### config.mk
export PLATFORM = sky130hd
export DESIGN_NAME = pt_walker
export DESIGN_NICKNAME = d
export VERILOG_FILES = /design/src/rtl/pt_walk_pkg.sv /design/src/rtl/pt_va_split.sv /design/src/rtl/pt_entry_addr.sv /design/src/rtl/pt_walk_fsm.sv /design/src/rtl/pt_walker.sv
export SDC_FILE = /design/constraint.sdc
export NUM_CORES = 1
export LEC_CHECK = 0
export BUFFER_PORTS_ARGS = -buffer_cell sky130_fd_sc_hd__buf_2
export CORE_MARGIN = 2
export CORE_UTILIZATION = 45
export DETAILED_ROUTE_END_ITERATION = 6
export GPL_ROUTABILITY_DRIVEN = 0
export PLACE_DENSITY = 0.76
export SYNTH_ARGS = -nofsm -noshare
export SYNTH_HDL_FRONTEND = slang
export SYNTH_SLANG_ARGS = --single-unit
export TNS_END_PERCENT = 1
### constraint.sdc
create_clock -name clk -period 1.6 [get_ports clk]
set_input_delay 0 -clock clk [delete_from_list [all_inputs] [get_ports clk]]
set_output_delay 0 -clock clk [all_outputs]
set_load 0.1 [all_outputs]
### src/rtl/pt_walk_pkg.sv
package pt_walk_pkg;
  typedef enum logic [2:0] {
    ST_IDLE,
    ST_READ_DIR,
    ST_WAIT_DIR,
    ST_READ_PTE,
    ST_WAIT_PTE,
    ST_DONE
  } walk_state_e;

  localparam logic LVL_DIR = 1'b0;
  localparam logic LVL_TBL = 1'b1;
endpackage

### src/rtl/pt_va_split.sv
module pt_va_split #(
  parameter int ADDR_W = 32,
  parameter int OFF_W  = 12,
  parameter int IDX_W  = 10
) (
  input  logic [ADDR_W-1:0] vaddr,
  output logic [IDX_W-1:0]  dir_idx,
  output logic [IDX_W-1:0]  tbl_idx,
  output logic [OFF_W-1:0]  offset
);
  localparam int TBL_LO = OFF_W;
  localparam int DIR_LO = OFF_W + IDX_W;

  // field boundaries 31..22 / 21..12 / 11..0 at default widths
  assign offset  = vaddr[OFF_W-1:0];
  assign tbl_idx = vaddr[TBL_LO +: IDX_W];
  assign dir_idx = vaddr[DIR_LO +: IDX_W];
endmodule

### src/rtl/pt_entry_addr.sv
module pt_entry_addr #(
  parameter int ADDR_W  = 32,
  parameter int OFF_W   = 12,
  parameter int IDX_W   = 10,
  parameter int ENT_LOG = 2
) (
  input  logic [ADDR_W-OFF_W-1:0] frame,
  input  logic [IDX_W-1:0]        idx,
  output logic [ADDR_W-1:0]       addr
);
  localparam int PAD_W = ADDR_W - IDX_W - ENT_LOG;

  logic [ADDR_W-1:0] base;
  logic [ADDR_W-1:0] scaled;

  assign base   = {frame, {OFF_W{1'b0}}};
  assign scaled = {{PAD_W{1'b0}}, idx, {ENT_LOG{1'b0}}};
  assign addr   = base + scaled;
endmodule

### src/rtl/pt_walk_fsm.sv
module pt_walk_fsm
  import pt_walk_pkg::*;
(
  input  logic        clk,
  input  logic        rst,
  input  logic        req_fire,
  input  logic        rd_fire,
  input  logic        rsp_valid,
  input  logic        present,
  output walk_state_e state
);
  walk_state_e nxt;

  always_comb begin
    nxt = state;
    unique case (state)
      ST_IDLE:     if (req_fire)  nxt = ST_READ_DIR;
      ST_READ_DIR: if (rd_fire)   nxt = ST_WAIT_DIR;
      ST_WAIT_DIR: if (rsp_valid) nxt = present ? ST_READ_PTE : ST_DONE;
      ST_READ_PTE: if (rd_fire)   nxt = ST_WAIT_PTE;
      ST_WAIT_PTE: if (rsp_valid) nxt = ST_DONE;
      ST_DONE:                    nxt = ST_IDLE;
      default:                    nxt = ST_IDLE;
    endcase
  end

  always_ff @(posedge clk) begin
    if (rst) state <= ST_IDLE;
    else     state <= nxt;
  end

  // a directory miss never proceeds to a second fetch
  p_no_pte_after_miss_r7: assert property (@(posedge clk) disable iff (rst)
    (state == ST_WAIT_DIR && rsp_valid && !present) |=> state == ST_DONE);

  // the done state lasts exactly one cycle
  p_done_once_r10: assert property (@(posedge clk) disable iff (rst)
    state == ST_DONE |=> state == ST_IDLE);
endmodule

### src/rtl/pt_walker.sv
module pt_walker
  import pt_walk_pkg::*;
#(
  parameter int ADDR_W  = 32,
  parameter int OFF_W   = 12,
  parameter int IDX_W   = 10,
  parameter int ENT_LOG = 2
) (
  input  logic              clk,
  input  logic              rst,
  input  logic [ADDR_W-1:0] root_base,
  input  logic              req_valid,
  output logic              req_ready,
  input  logic [ADDR_W-1:0] req_vaddr,
  output logic              mem_rd_valid,
  input  logic              mem_rd_ready,
  output logic [ADDR_W-1:0] mem_rd_addr,
  input  logic              mem_rsp_valid,
  input  logic [ADDR_W-1:0] mem_rsp_data,
  output logic              res_valid,
  output logic [ADDR_W-1:0] res_paddr,
  output logic              res_fault,
  output logic              res_fault_level,
  output logic [ADDR_W-1:0] res_fault_vaddr
);
  localparam int FRAME_W = ADDR_W - OFF_W;

  walk_state_e        state;
  logic [ADDR_W-1:0]  vaddr_q;
  logic [FRAME_W-1:0] root_frame_q;
  logic [FRAME_W-1:0] tbl_frame_q;
  logic [IDX_W-1:0]   dir_idx, tbl_idx, sel_idx;
  logic [OFF_W-1:0]   offset;
  logic [FRAME_W-1:0] sel_frame;
  logic [FRAME_W-1:0] ent_frame;
  logic               ent_present;
  logic               req_fire, rd_fire;
  logic               in_dir_wait, in_pte_wait;
  logic               unused_root_low;
  logic               unused_entry_mid;

  assign unused_root_low  = ^root_base[OFF_W-1:0];
  assign unused_entry_mid = ^mem_rsp_data[OFF_W-1:1];

  // Entry word layout: frame in the top bits, present flag in bit 0
  assign ent_frame   = mem_rsp_data[ADDR_W-1:OFF_W];
  assign ent_present = mem_rsp_data[0];

  assign req_ready    = (state == ST_IDLE);
  assign req_fire     = req_valid && req_ready;
  assign mem_rd_valid = (state == ST_READ_DIR) || (state == ST_READ_PTE);
  assign rd_fire      = mem_rd_valid && mem_rd_ready;
  assign res_valid    = (state == ST_DONE);
  assign in_dir_wait  = (state == ST_WAIT_DIR) && mem_rsp_valid;
  assign in_pte_wait  = (state == ST_WAIT_PTE) && mem_rsp_valid;

  pt_va_split #(.ADDR_W(ADDR_W), .OFF_W(OFF_W), .IDX_W(IDX_W)) u_split (
    .vaddr   (vaddr_q),
    .dir_idx (dir_idx),
    .tbl_idx (tbl_idx),
    .offset  (offset)
  );

  assign sel_frame = (state == ST_READ_PTE) ? tbl_frame_q : root_frame_q;
  assign sel_idx   = (state == ST_READ_PTE) ? tbl_idx : dir_idx;

  pt_entry_addr #(.ADDR_W(ADDR_W), .OFF_W(OFF_W), .IDX_W(IDX_W), .ENT_LOG(ENT_LOG)) u_eaddr (
    .frame (sel_frame),
    .idx   (sel_idx),
    .addr  (mem_rd_addr)
  );

  pt_walk_fsm u_fsm (
    .clk       (clk),
    .rst       (rst),
    .req_fire  (req_fire),
    .rd_fire   (rd_fire),
    .rsp_valid (mem_rsp_valid),
    .present   (ent_present),
    .state     (state)
  );

  always_ff @(posedge clk) begin
    if (rst) begin
      vaddr_q         <= '0;
      root_frame_q    <= '0;
      tbl_frame_q     <= '0;
      res_paddr       <= '0;
      res_fault       <= 1'b0;
      res_fault_level <= LVL_DIR;
      res_fault_vaddr <= '0;
    end else begin
      if (req_fire) begin
        vaddr_q         <= req_vaddr;
        root_frame_q    <= root_base[ADDR_W-1:OFF_W];
        res_paddr       <= '0;
        res_fault       <= 1'b0;
        res_fault_level <= LVL_DIR;
        res_fault_vaddr <= '0;
      end
      if (in_dir_wait) begin
        if (ent_present) begin
          tbl_frame_q <= ent_frame;
        end else begin
          res_fault       <= 1'b1;
          res_fault_level <= LVL_DIR;
          res_fault_vaddr <= vaddr_q;
          res_paddr       <= '0;
        end
      end
      if (in_pte_wait) begin
        if (ent_present) begin
          res_paddr <= {ent_frame, offset};
          res_fault <= 1'b0;
        end else begin
          res_fault       <= 1'b1;
          res_fault_level <= LVL_TBL;
          res_fault_vaddr <= vaddr_q;
          res_paddr       <= '0;
        end
      end
    end
  end

  // stalled read keeps its address
  p_rd_hold_r4: assert property (@(posedge clk) disable iff (rst)
    (mem_rd_valid && !mem_rd_ready) |=> (mem_rd_valid && $stable(mem_rd_addr)));

  // an accepted read is never followed at once by another
  p_single_out_r5: assert property (@(posedge clk) disable iff (rst)
    (mem_rd_valid && mem_rd_ready) |=> !mem_rd_valid);

  // directory read uses the latched root frame
  p_dir_root_r3: assert property (@(posedge clk) disable iff (rst)
    (state == ST_READ_DIR) |-> (mem_rd_addr[ADDR_W-1:OFF_W] == root_frame_q));

  // one-cycle strobe, idle afterwards
  p_res_pulse_r10: assert property (@(posedge clk) disable iff (rst)
    res_valid |=> (!res_valid && req_ready));

  // faulting results carry no address
  p_fault_zero_r8: assert property (@(posedge clk) disable iff (rst)
    (res_valid && res_fault) |-> (res_paddr == '0));
endmodule

* Word-level counts from Yosys, hierarchy flattened
Index checks and enable logic that the tools add are counted. W data, S select, Z words.
Operators by class: add/subtract/negate cells 1, equal/unequal tests 10, muxes and demuxes 29, reductions and logical operators 8
Operator list (number):
- $mux W32 | 10
- $add A32 B12 Y32 | 1
- $mux W20 | 1
- $mux W3 | 6
- $pmux W3 S5 | 1
- $mux W1 | 10
- $mux W10 | 1
- $ne A2 B2 Y1 const B | 4
- $eq A3 B2 Y1 const B | 2
- $eq A3 B3 Y1 const B | 2
- $reduce_and A5 Y1 | 1
- $logic_and A1 B1 Y1 | 4
- $eq A3 B1 Y1 const B | 1
- $logic_not A3 Y1 | 1
- $ne A2 B1 Y1 const B | 1
- $reduce_and A2 Y1 | 1
- $logic_or A1 B1 Y1 | 1
Storage, ports and cells: register bits after elaboration 141, input bits 101, output and inout bits 101, logic and storage cells 56

* Depth between registers and ports, before layout
Gate-level depths: netlist of the first run.
depth in word-level cells 7, gate-level depth with buffers 7, gate-level depth less buffers 3

* By module
From an unflattened synthesis of the first run, not the netlist that was laid out.
Second synthesis, totals: cell total of the unflattened synthesis 797, area total of the unflattened synthesis 6700.2 um^2
By module, submodules not included:
- pt_walker | instances 1, cells an instance 713, area an instance 6054.6 um^2, sequential area each 2762.6 um^2
- pt_entry_addr | instances 1, cells an instance 33, area an instance 244.0 um^2, sequential area each 0.0 um^2
- pt_va_split | instances 1, cells an instance 32, area an instance 240.2 um^2, sequential area each 0.0 um^2
- pt_walk_fsm | instances 1, cells an instance 19, area an instance 161.4 um^2, sequential area each 60.1 um^2

* Worst setup path before layout of the first run
Ideal clock, no wire load.
kind flip-flop to output port, start point register u_fsm.state[1], end point output port req_ready, arrival time 2.647 ns, required time 1.600 ns, slack -1.047 ns, stages on the path, launching flop included 4, buffers on the path 2, cell sequence dfxtp_1 > buf_4 > buf_2 > nor3_1
Between the ends: word-level cells in the longest chain between the ends 1
RTL lines:
- start: declaration | line pt_walk_fsm.sv:10 | output walk_state_e state
- start signal: assignment | line pt_walk_fsm.sv:29 | else state <= nxt;
- $logic_not A3 Y1 | line pt_walker.sv:49 | assign req_ready = (state == ST_IDLE);
- end: declaration | line pt_walker.sv:13 | output logic req_ready,
No other way between the ends.

* Worst setup path after layout of the first run
start point register u_fsm.state[0], end point output port mem_rd_addr[6]
Between the ends: word-level cells in the longest chain between the ends 3
RTL lines:
- $eq A3 B2 Y1 | line pt_walker.sv:65 | assign sel_idx = (state == ST_READ_PTE) ? tbl_idx : dir_idx;
- $mux W10 | line pt_walker.sv:65
- $add A32 B12 Y32 | line pt_entry_addr.sv:18 | assign addr = base + scaled;
- end: declaration | line pt_walker.sv:17 | output logic [ADDR_W-1:0] mem_rd_addr,
No other way between the ends.

==> reports/metrics.yaml, run 1 <==
violations: "negative setup slack"
fmax_mhz: 574.5
vias: 5715
grt_pass1_wl_um: 28580
synth.largest_area_cell: "dfxtp_1"
dpl_cell_area_um2: 7106
cp_slowest_cell: "dfxtp_2"
dp_hpwl_um: 10540
clk_latency_ns: 0.41
preCtsSetupSlack_ns: -0.1464
crit_fanout: 8
period_share_pct: 108.8
worst_slack_ns: -0.1408
drt_first_pass_iters: 6
skew_ns: 0.008837
synthArstFlopShare_pct: 0
hold_viol_final: 0
postSynthAreaPerCell_um2: 9.329
synth_area_leaders: "dfxtp_1, a21oi_1, nand2_1"
p_leak_nw: 3.875
place_inst: 935
syn-cell-area_um2: 5747
rows: 41
fin_area_um2: 9185
post-synth-top-count-cell: "dfxtp_1"
min_period_ns: 1.741
layout.cells.non_filler: 1049
ys.flop_type: "dfxtp_1"
dr.first_iter.drc_count: 490
multi_input_area_um2: 2919
seq_area_um2: 2831
via_per_inst: 5.448
synth_edf_count: 0
core_area_um2: 12570
worst_setup_path_start_kind: "register"
synthToLayoutAreaGrowth_pct: 59.83
io_buffers: 176
powerDensity_nw_per_um2: 1062
die-area_um2: 13690
grt_pass1_vias: 5667
final_layout_size_suffix_gt1_share_pct: 35.58
grt_max_degree: 109
outcome: "complete, but fails checks"
cts_buffers: 17
grt_overflow_total: 0
hold_slack_ns: 0.09967
synth-seq-cells: 141
endpoint_kind: "output port"
vdd_drop_max_mv: 0.8125
syn_inst: 616
cts_tree: "yes"
worstSetupPathType: "reg2out"
clk_pin_slew_ns: 0.05
drv_slew: 0
wire_per_inst_um: 18.54
die_h_um: 117.0
clock_path_buffers: 2
yosysUniqueCellTypes: 39
ant_nets: 0
maxSlewHeadroom_pct: 61.21
initial_core_util_pct: 45.72
antenna_cells: 0
fp.dieW_um: 117.0
h-tree-depth: 4
setup_viol: 55
worstPathRequired_ns: 1.60
boundaryPins: 202
track_usage_pct: 27.23
nFillCells: 848
yosys.area.top_type_share_pct: 49.12
nets: 967
root_buffer: "clkbuf_16"
critPathMaxStageDelay_ns: 0.33
cp_cell_sequence: "nor2b_4, nand2_8, buf_16, mux2_4, buf_12"
worstMarginPinSlew_ns: 0.5818
post-route-drc-count: 0
yosys_warnings: 0
hold_class: "in2reg"
worstPathArrival_ns: 1.74
synthTopCellsByCount: "dfxtp_1, nand2_1, a21oi_1"
yosysSeqAreaShare_pct: 49.12
antenna_found_initial: 0
cap_viol_max_count: 0
grt_setup_unrepaired: "yes"
cts_sinks: 141
routed_wl_um: 19450
==> repair_timing <==
item | 4_1_cts | 5_1_grt
setup buffers | 4 | 2
resized for setup | 130 | 28
gates cloned | 2 | 1
hold buffers | 75 | 0
setup endpoints to repair | 68 | 168
pin swaps | 6 | 25
hold endpoints to repair | 102 | 0
==> final timing paths <==
| kind | slack [ns] | to | startpoint | depth (start not counted) |
|---|---|---|---|---|
| worst max-delay path | -0.14 | mem_rd_addr[6] | u_fsm.state[0] | 5 |
| worst min-delay path | 0.1 | u_fsm.state[0] | req_valid | 4 |
| worst max register to register | -0.08 | vaddr_q[27] | u_fsm.state[2] | 6 |
| worst min register to register | 0.46 | root_frame_q[3] | root_frame_q[3] | 2 |
==> kinds of logic after synthesis <==
logic type                Yosys count  share of synthesized area, %
other                               1                       0.06525
muxes                              51                         9.558
DFF                               141                         49.12
xor gates and xnor gates            3                        0.7187
AOI/OAI and AO/OA                 156                         17.68
and+or+nand+nor                   203                         17.44
buffers and inverters              61                         5.421
==> cell type report <==
cell class / instances / area share (%)
clock buffers: 24 / 5.462
clock inverters: 6 / 1.172
inverters: 1 / 0.04087
multi-input cells: 416 / 31.78
flip-flops and latches: 141 / 30.83
well taps: 172 / 2.343
repair buffers: 289 / 28.37
==> sequential cells by signal, summed over array words and instances (netlist names) <==
name / cells
res_fault: 1
res_fault_level: 1
res_fault_vaddr: 32
res_paddr: 32
root_frame_q: 20
tbl_frame_q: 20
u_fsm.state: 3
vaddr_q: 32
==> placed cells by master (no fill, tap or decap), drive strengths merged, types with 2 or more instances in the layout <==
| cell type | n |
|---|---|
| dlygate4sd3 | 75 |
| nor3b | 2 |
| and4 | 2 |
| mux2 | 31 |
| nor2b | 2 |
| conb | 2 |
| o211ai | 32 |
| buf | 214 |
| mux2i | 20 |
| nor3 | 5 |
| nand2b | 43 |
| nand3 | 32 |
| clkbuf | 24 |
| xor2 | 2 |
| clkinv | 2 |
| nand2 | 107 |
| a22oi | 2 |
| o21ai | 2 |
| nor2 | 3 |
| dfxtp | 141 |
| bufinv | 3 |
| a22o | 32 |
| xnor2 | 2 |
| a21oi | 84 |
==> critical path, delay by kind of cell (launching register included) <==
family | cells | cell delay [ns]
multiplexers | 1 | 0.33
flip-flops | 1 | 0.33
buffers and inverters | 2 | 0.34
AND/OR/NAND/NOR | 2 | 0.32
==> layer usage <==
metal | wire, um | GRT usage (%)
met1 | 7575 | 30.74
met2 | 10100 | 48.05
met3 | 953 | 5.304
met4 | 815 | 15.53
met5 | 0 | 0
==> stage by stage <==
| stage | util (%) | total power [W] | TNS (ns) |
|---|---|---|---|
| finish | 73.08 | 0.009751 | -3.774 |
| global placement | 56.54 | 0.005200 | -0.7148 |
| detailed placement | 56.54 | 0.005230 | -3.613 |
| CTS | 71.84 | 0.009633 | -5.468 |
| global route | 73.08 | 0.01002 | -8.298 |
| floorplan | - | 0.004840 | -8.429 |
==> power breakdown <==
group | internal, W | switching [W]
Combinational | 0.000784 | 0.00116
Clock | 0.00264 | 0.00146
Sequential | 0.00362 | 0.0000888
Power figures use the tool's default switching activity.
==> inputs of run 2 (changes only) <==
--- a/config.mk
+++ b/config.mk
@@ -10,6 +10,7 @@
 export CORE_UTILIZATION = 45
 export DETAILED_ROUTE_END_ITERATION = 6
 export GPL_ROUTABILITY_DRIVEN = 0
+export GPL_TIMING_DRIVEN = 0
 export PLACE_DENSITY = 0.76
 export SYNTH_ARGS = -nofsm -noshare
 export SYNTH_HDL_FRONTEND = slang
==> reports/metrics.yaml, run 2 (synthesis results as in run 1) <==
min_to: "u_fsm.state[1]"
skew_ns: 0.007787  # -0.001051 ns
min_period_ns: 1.854  # +0.1135 ns
power_frac_seq_pct: 37.3  # -0.7 points
maxSlewHeadroom_pct: 63.32  # +2.1 points
final_layout_size_suffix_gt1_share_pct: 32.48  # -3.1 points
setup_tns_ns: -13.37  # -9.591 ns
synthToLayoutAreaGrowth_pct: 57.41
core_area_um2: 12570  # unchanged
power_switching_w: 0.002656  # -1.8%
die-area_um2: 13690  # unchanged
setup_viol: 103  # +87%
cts_buffers: 17  # unchanged
combPwrFrac_pct: 19.0  # -0.9 points
ant_nets: 0  # unchanged
worst_setup_path_start_kind: "register"
dp_hpwl_um: 11370  # +7.9%
rows: 41  # unchanged
drt_first_pass_iters: 5  # -1
antenna_found_initial: 0  # unchanged
intPower_w: 0.007267  # +3.1%
grt_setup_unrepaired: "yes"
drv_slew: 0  # unchanged
reg2reg_depth: 5  # -1
worstPathArrival_ns: 1.85  # +0.11 ns
outcome: "complete, but fails checks"
via_per_inst: 5.314  # -2.5%
r2r-start: "u_fsm.state[1]"
die_h_um: 117.0  # unchanged
violations: "negative setup slack"
fp.dieW_um: 117.0  # unchanged
hold_viol_final: 0  # unchanged
cts_tree: "yes"
grt_max_degree: 17  # -84%
grt_overflow_total: 0  # unchanged
final_cell_mix: "buf_2, dfxtp_1, nand2_1"
switching_share_pct: 26.76  # -0.98 points
final_common_cell: "buf_2"
hold_class: "in2reg"
nets: 991  # +2.5%
hp-start: "mem_rsp_valid"
dpl_cell_area_um2: 6984  # -1.7%
track_usage_pct: 26.60  # -0.63 points
fmax_mhz: 539.3  # -6.1%
worstMarginPinSlew_ns: 0.5502  # -0.03161 ns
io_buffers: 176  # unchanged
r2r_slack_ns: -0.20  # -0.12 ns
initial_core_util_pct: 45.72  # unchanged
cts_sinks: 141  # unchanged
clk_pin_slew_ns: 0.06  # about the same
powerDensity_nw_per_um2: 1097  # +3.3%
grt_pass1_wl_um: 27860  # -2.5%
reg_top3: "res_fault_vaddr x32, res_paddr x32, vaddr_q x32"
worstSetupPathType: "reg2out"
dr.first_iter.drc_count: 342  # -30%
boundaryPins: 202  # unchanged
vias: 5718  # +0.052%
r2r_end: "res_paddr[16]"
worstPathRequired_ns: 1.60  # about the same
grt_pass1_vias: 5552  # -2.0%
root_buffer: "clkbuf_16"
worst_slack_ns: -0.2543  # -0.1135 ns
clk_latency_ns: 0.42  # about the same
post-route-drc-count: 0  # unchanged
vdd_drop_max_mv: 0.9136  # +12%
crit_fanout: 10  # +2
clock_path_buffers: 2  # unchanged
routed_wl_um: 18590  # -4.4%
wire_per_inst_um: 17.28  # -6.8%
pwr-share-clk_pct: 43.7  # +1.7 points
p_leak_nw: 3.894  # +0.48%
endpoint_kind: "output port"
whs_path_depth: 4  # unchanged
hold_slack_ns: 0.04715  # -0.05251 ns
cap_viol_max_count: 0  # unchanged
period_share_pct: 115.9  # +7.1 points
h-tree-depth: 4  # unchanged
fin_area_um2: 9046  # -1.5%
layout.cells.non_filler: 1076  # +2.6%
place_inst: 965  # +3.2%
run 2: critical path, stage by stage (launching register included):
cell	delay [ns]
dfxtp_4	0.37
buf_12	0.15
nor2b_4	0.14
nand2_4	0.10
buf_12	0.16
mux2_4	0.33
buf_12	0.17
run 2: worst max-delay path by stage:
stage,startpoint,end,depth (start not counted)
after detailed placement,u_fsm.state[1],res_paddr[21],5
after global placement,u_fsm.state[1],res_paddr[5],5
after global routing,u_fsm.state[2],mem_rd_addr[6],6
final,u_fsm.state[2],mem_rd_addr[8],6
after floorplan,u_fsm.state[0],mem_rd_addr[10],5
after CTS,u_fsm.state[2],mem_rd_addr[8],6
run 2: timing repair:
| action | in CTS | in global routing |
|---|---|---|
| endpoints found under the setup margin | 149 | 154 |
| endpoints found under the hold margin | 95 | 0 |
| setup buffers | 2 | 2 |
| resized for setup | 163 | 16 |
| pin swaps | 1 | 1 |
| hold buffers | 74 | 0 |
run 2: power by group through the flow:
stage | clock, W | combinational, W | sequential, W
floorplan | 0 | 0.00106 | 0.00378
global route | 0.00451 | 0.00198 | 0.00371
global placement | 0 | 0.00141 | 0.00377
detailed placement | 0 | 0.00142 | 0.00377
finish | 0.00433 | 0.00189 | 0.00370
CTS | 0.00435 | 0.00183 | 0.00370
run 2: metrics by stage:
| step | util [%] | power (W) | setup slack (ns) |
|---|---|---|---|
| global placement | 55.57 | 0.005179 | -0.4552 |
| CTS | 71.45 | 0.009877 | -0.2371 |
| detailed placement | 55.57 | 0.005189 | -0.4664 |
| finish | 71.98 | 0.009922 | -0.2543 |
| floorplan | - | 0.004840 | -0.2745 |
| global route | 71.94 | 0.01021 | -0.3041 |
run 2: metal layers:
| layer | share of wire, % | global-route usage [%] |
|---|---|---|
| met5 | 0 | 0 |
| met4 | 4.2 | 14.20 |
| met3 | 4.9 | 5.767 |
| met2 | 50 | 43.55 |
| met1 | 41 | 32.90 |
run 2: final cells by class:
| class | instances | area, um2 |
|---|---|---|
| fillers | 876 | 3522 |
| flip-flops and latches | 141 | 2828 |
| multi-input cells | 415 | 2770 |
| repair buffers | 254 | 2113 |
| clock buffers | 26 | 529.3 |
| plain buffers | 60 | 456.7 |
| well taps | 172 | 215.2 |
| clock inverters | 5 | 125.1 |
| diodes | 2 | 5.005 |
| inverters | 1 | 3.754 |
==> inputs of run 3 (changes only) <==
--- a/config.mk
+++ b/config.mk
@@ -11,7 +11,7 @@
 export DETAILED_ROUTE_END_ITERATION = 6
 export GPL_ROUTABILITY_DRIVEN = 0
 export GPL_TIMING_DRIVEN = 0
-export PLACE_DENSITY = 0.76
+export PLACE_DENSITY_LB_ADDON = 0.05
 export SYNTH_ARGS = -nofsm -noshare
 export SYNTH_HDL_FRONTEND = slang
 export SYNTH_SLANG_ARGS = --single-unit
==> reports/metrics.yaml, run 3 (synthesis results as in run 1) <==
final_cell_mix: "buf_2, dfxtp_1, nand2_1"
outcome: "complete, but fails checks"
maxSlewHeadroom_pct: 60.17  # -3.1 points
cts_tree: "yes"
clock_path_buffers: 2  # unchanged
nets: 992  # +0.10%
final_common_cell: "buf_2"
drt_first_pass_iters: 6  # +1
cp_common_cell: "buf_8"
endpoint_kind: "output port"
final_layout_size_suffix_gt1_share_pct: 33.19  # +0.70 points
fmax_mhz: 541.2  # +0.34%
track_usage_pct: 25.58  # -1.0 points
root_buffer: "clkbuf_16"
pwr-share-clk_pct: 44.9  # +1.2 points
fin_area_um2: 9069  # +0.25%
seq_area_um2: 2825  # about the same
worst_slack_ns: -0.2479  # +0.006361 ns
routed_wl_um: 17370  # -6.5%
dpl_cell_area_um2: 6984  # unchanged
synthToLayoutAreaGrowth_pct: 57.81
wire_per_inst_um: 16.14  # -6.5%
worstSetupPathType: "reg2out"
violations: "negative setup slack"
reg_top3: "res_fault_vaddr x32, res_paddr x32, vaddr_q x32"
cts_sinks: 141  # unchanged
fp.dieW_um: 117.0  # unchanged
combPwrFrac_pct: 18.5  # -0.5 points
die_h_um: 117.0  # unchanged
path_buf_inv: 3  # unchanged
clk_latency_ns: 0.42  # about the same
grt_setup_unrepaired: "yes"
grt_pass1_wl_um: 26790  # -3.8%
clk_pin_slew_ns: 0.06  # about the same
cts_buffers: 17  # unchanged
crit_fanout: 10  # unchanged
grt_max_degree: 17  # unchanged
setup_viol: 110  # +6.8%
nFillCells: 951  # +8.6%
antenna_cells: 0  # -2
crit_family: "buffers and inverters"
powerDensity_nw_per_um2: 1115  # +1.7%
boundaryPins: 202  # unchanged
hold_class: "in2reg"
worst_setup_path_start_kind: "register"
hold_viol_final: 0  # unchanged
vias: 5544  # -3.0%
skew_ns: 0.005201  # -0.002586 ns
worstMarginPinSlew_ns: 0.5949  # +0.04469 ns
p_total_w: 0.01011  # +1.9%
p_leak_nw: 3.910  # +0.41%
switching_share_pct: 26.60  # -0.17 points
dr.first_iter.drc_count: 454  # +33%
io_buffers: 176  # unchanged
vdd_drop_max_mv: 1.006  # +10%
grt_overflow_total: 0  # unchanged
grt_pass1_vias: 5390  # -2.9%
rows: 41  # unchanged
multi_input_area_um2: 2770  # unchanged
power_frac_seq_pct: 36.6  # -0.7 points
antenna_found_initial: 0  # unchanged
initial_core_util_pct: 45.72  # unchanged
worstPathArrival_ns: 1.85  # about the same
worstPathRequired_ns: 1.60  # about the same
critPathMaxStageDelay_ns: 0.35  # -0.02 ns
h-tree-depth: 4  # unchanged
cp_slowest_cell: "dfxtp_2"
cap_viol_max_count: 0  # unchanged
core_area_um2: 12570  # unchanged
cp_cell_sequence: "buf_8, nor2b_4, nand2_4, buf_8, mux2_4, buf_12"
post-route-drc-count: 0  # unchanged
dp_hpwl_um: 11640  # +2.4%
drv_slew: 0  # unchanged
min_period_ns: 1.848  # -0.006361 ns
power_switching_w: 0.002690  # +1.3%
ant_nets: 0  # unchanged
die-area_um2: 13690  # unchanged
intPower_w: 0.007424  # +2.2%
period_share_pct: 115.5  # -0.40 points
via_per_inst: 5.152  # -3.0%
[run 3: cell count changes in the layout (fill, tap and decap cells not counted), sizes merged]
cell and change:
clkinv +3, clkinvlp +1, diode -2, bufinv +2
buf +8, clkbuf -12
[run 3: tightest hold or removal path: stages]
cell and delay, ns:
buf_2 0.14, nand2b_1 0.09, a22oi_1 0.06, nor3_1 0.12
[run 3: repair_timing]
| action | CTS | global route |
|---|---|---|
| pin swaps | 1 | 1 |
| gates resized for setup | 162 | 28 |
| hold buffers | 74 | 0 |
| setup buffers | 5 | 0 |
| hold endpoints to repair | 96 | 0 |
| endpoints found under the setup margin | 147 | 155 |
[run 3: final cells by class]
cell class                 instances  share of cell area [%]
sequential                       141                   31.15
multi-input combinational        415                   30.55
timing repair buffer             255                   23.39
clock buffer                      21                   5.188
buffer                            60                   4.981
tap                              172                   2.373
clock inverter                    11                   2.332
inverter                           1                 0.04139
[run 3: metal layers]
layer	vias up	wire length, um	global-route usage (%)
met5	-	0	0
met4	0	242	7.529
met3	19	871	6.797
met2	156	8678	43.35
met1	2666	7578	32.12
li1	2703	-	-
[run 3: worst paths after layout]
kind | startpoint | endpoint | slack [ns] | cells past startpoint
worst min register to register | root_frame_q[11] | root_frame_q[11] | 0.46 | 2
worst min-delay path | mem_rsp_valid | u_fsm.state[1] | 0.04 | 4
worst max-delay path | u_fsm.state[2] | mem_rd_addr[27] | -0.25 | 6
worst max register to register | u_fsm.state[0] | vaddr_q[13] | -0.15 | 6
[run 3: through the flow]
step           std cells  hold slack (ns)  utilization, %  TNS (ns)  setup WS (ns)
5_1_grt             1076          0.04651           72.16    -22.18        -0.3086
3_5_place_dp         965           0.2404           55.57    -21.26        -0.4295
4_1_cts             1076          0.01885           71.76    -12.95        -0.2429
6_report            1076          0.04206           72.16    -12.23        -0.2479
3_3_place_gp         965           0.2387           55.57    -18.81        -0.4381
2_1_floorplan        617           0.1198               -    -8.429        -0.2745
[run 3: power groups by stage]
stage / Sequential [W] / Clock (W) / Combinational [W]
finish: 0.00370 / 0.00454 / 0.00187
global route: 0.00372 / 0.00474 / 0.00197
CTS: 0.00370 / 0.00457 / 0.00183
detailed placement: 0.00378 / 0 / 0.00141
global placement: 0.00377 / 0 / 0.00140
floorplan: 0.00378 / 0 / 0.00106
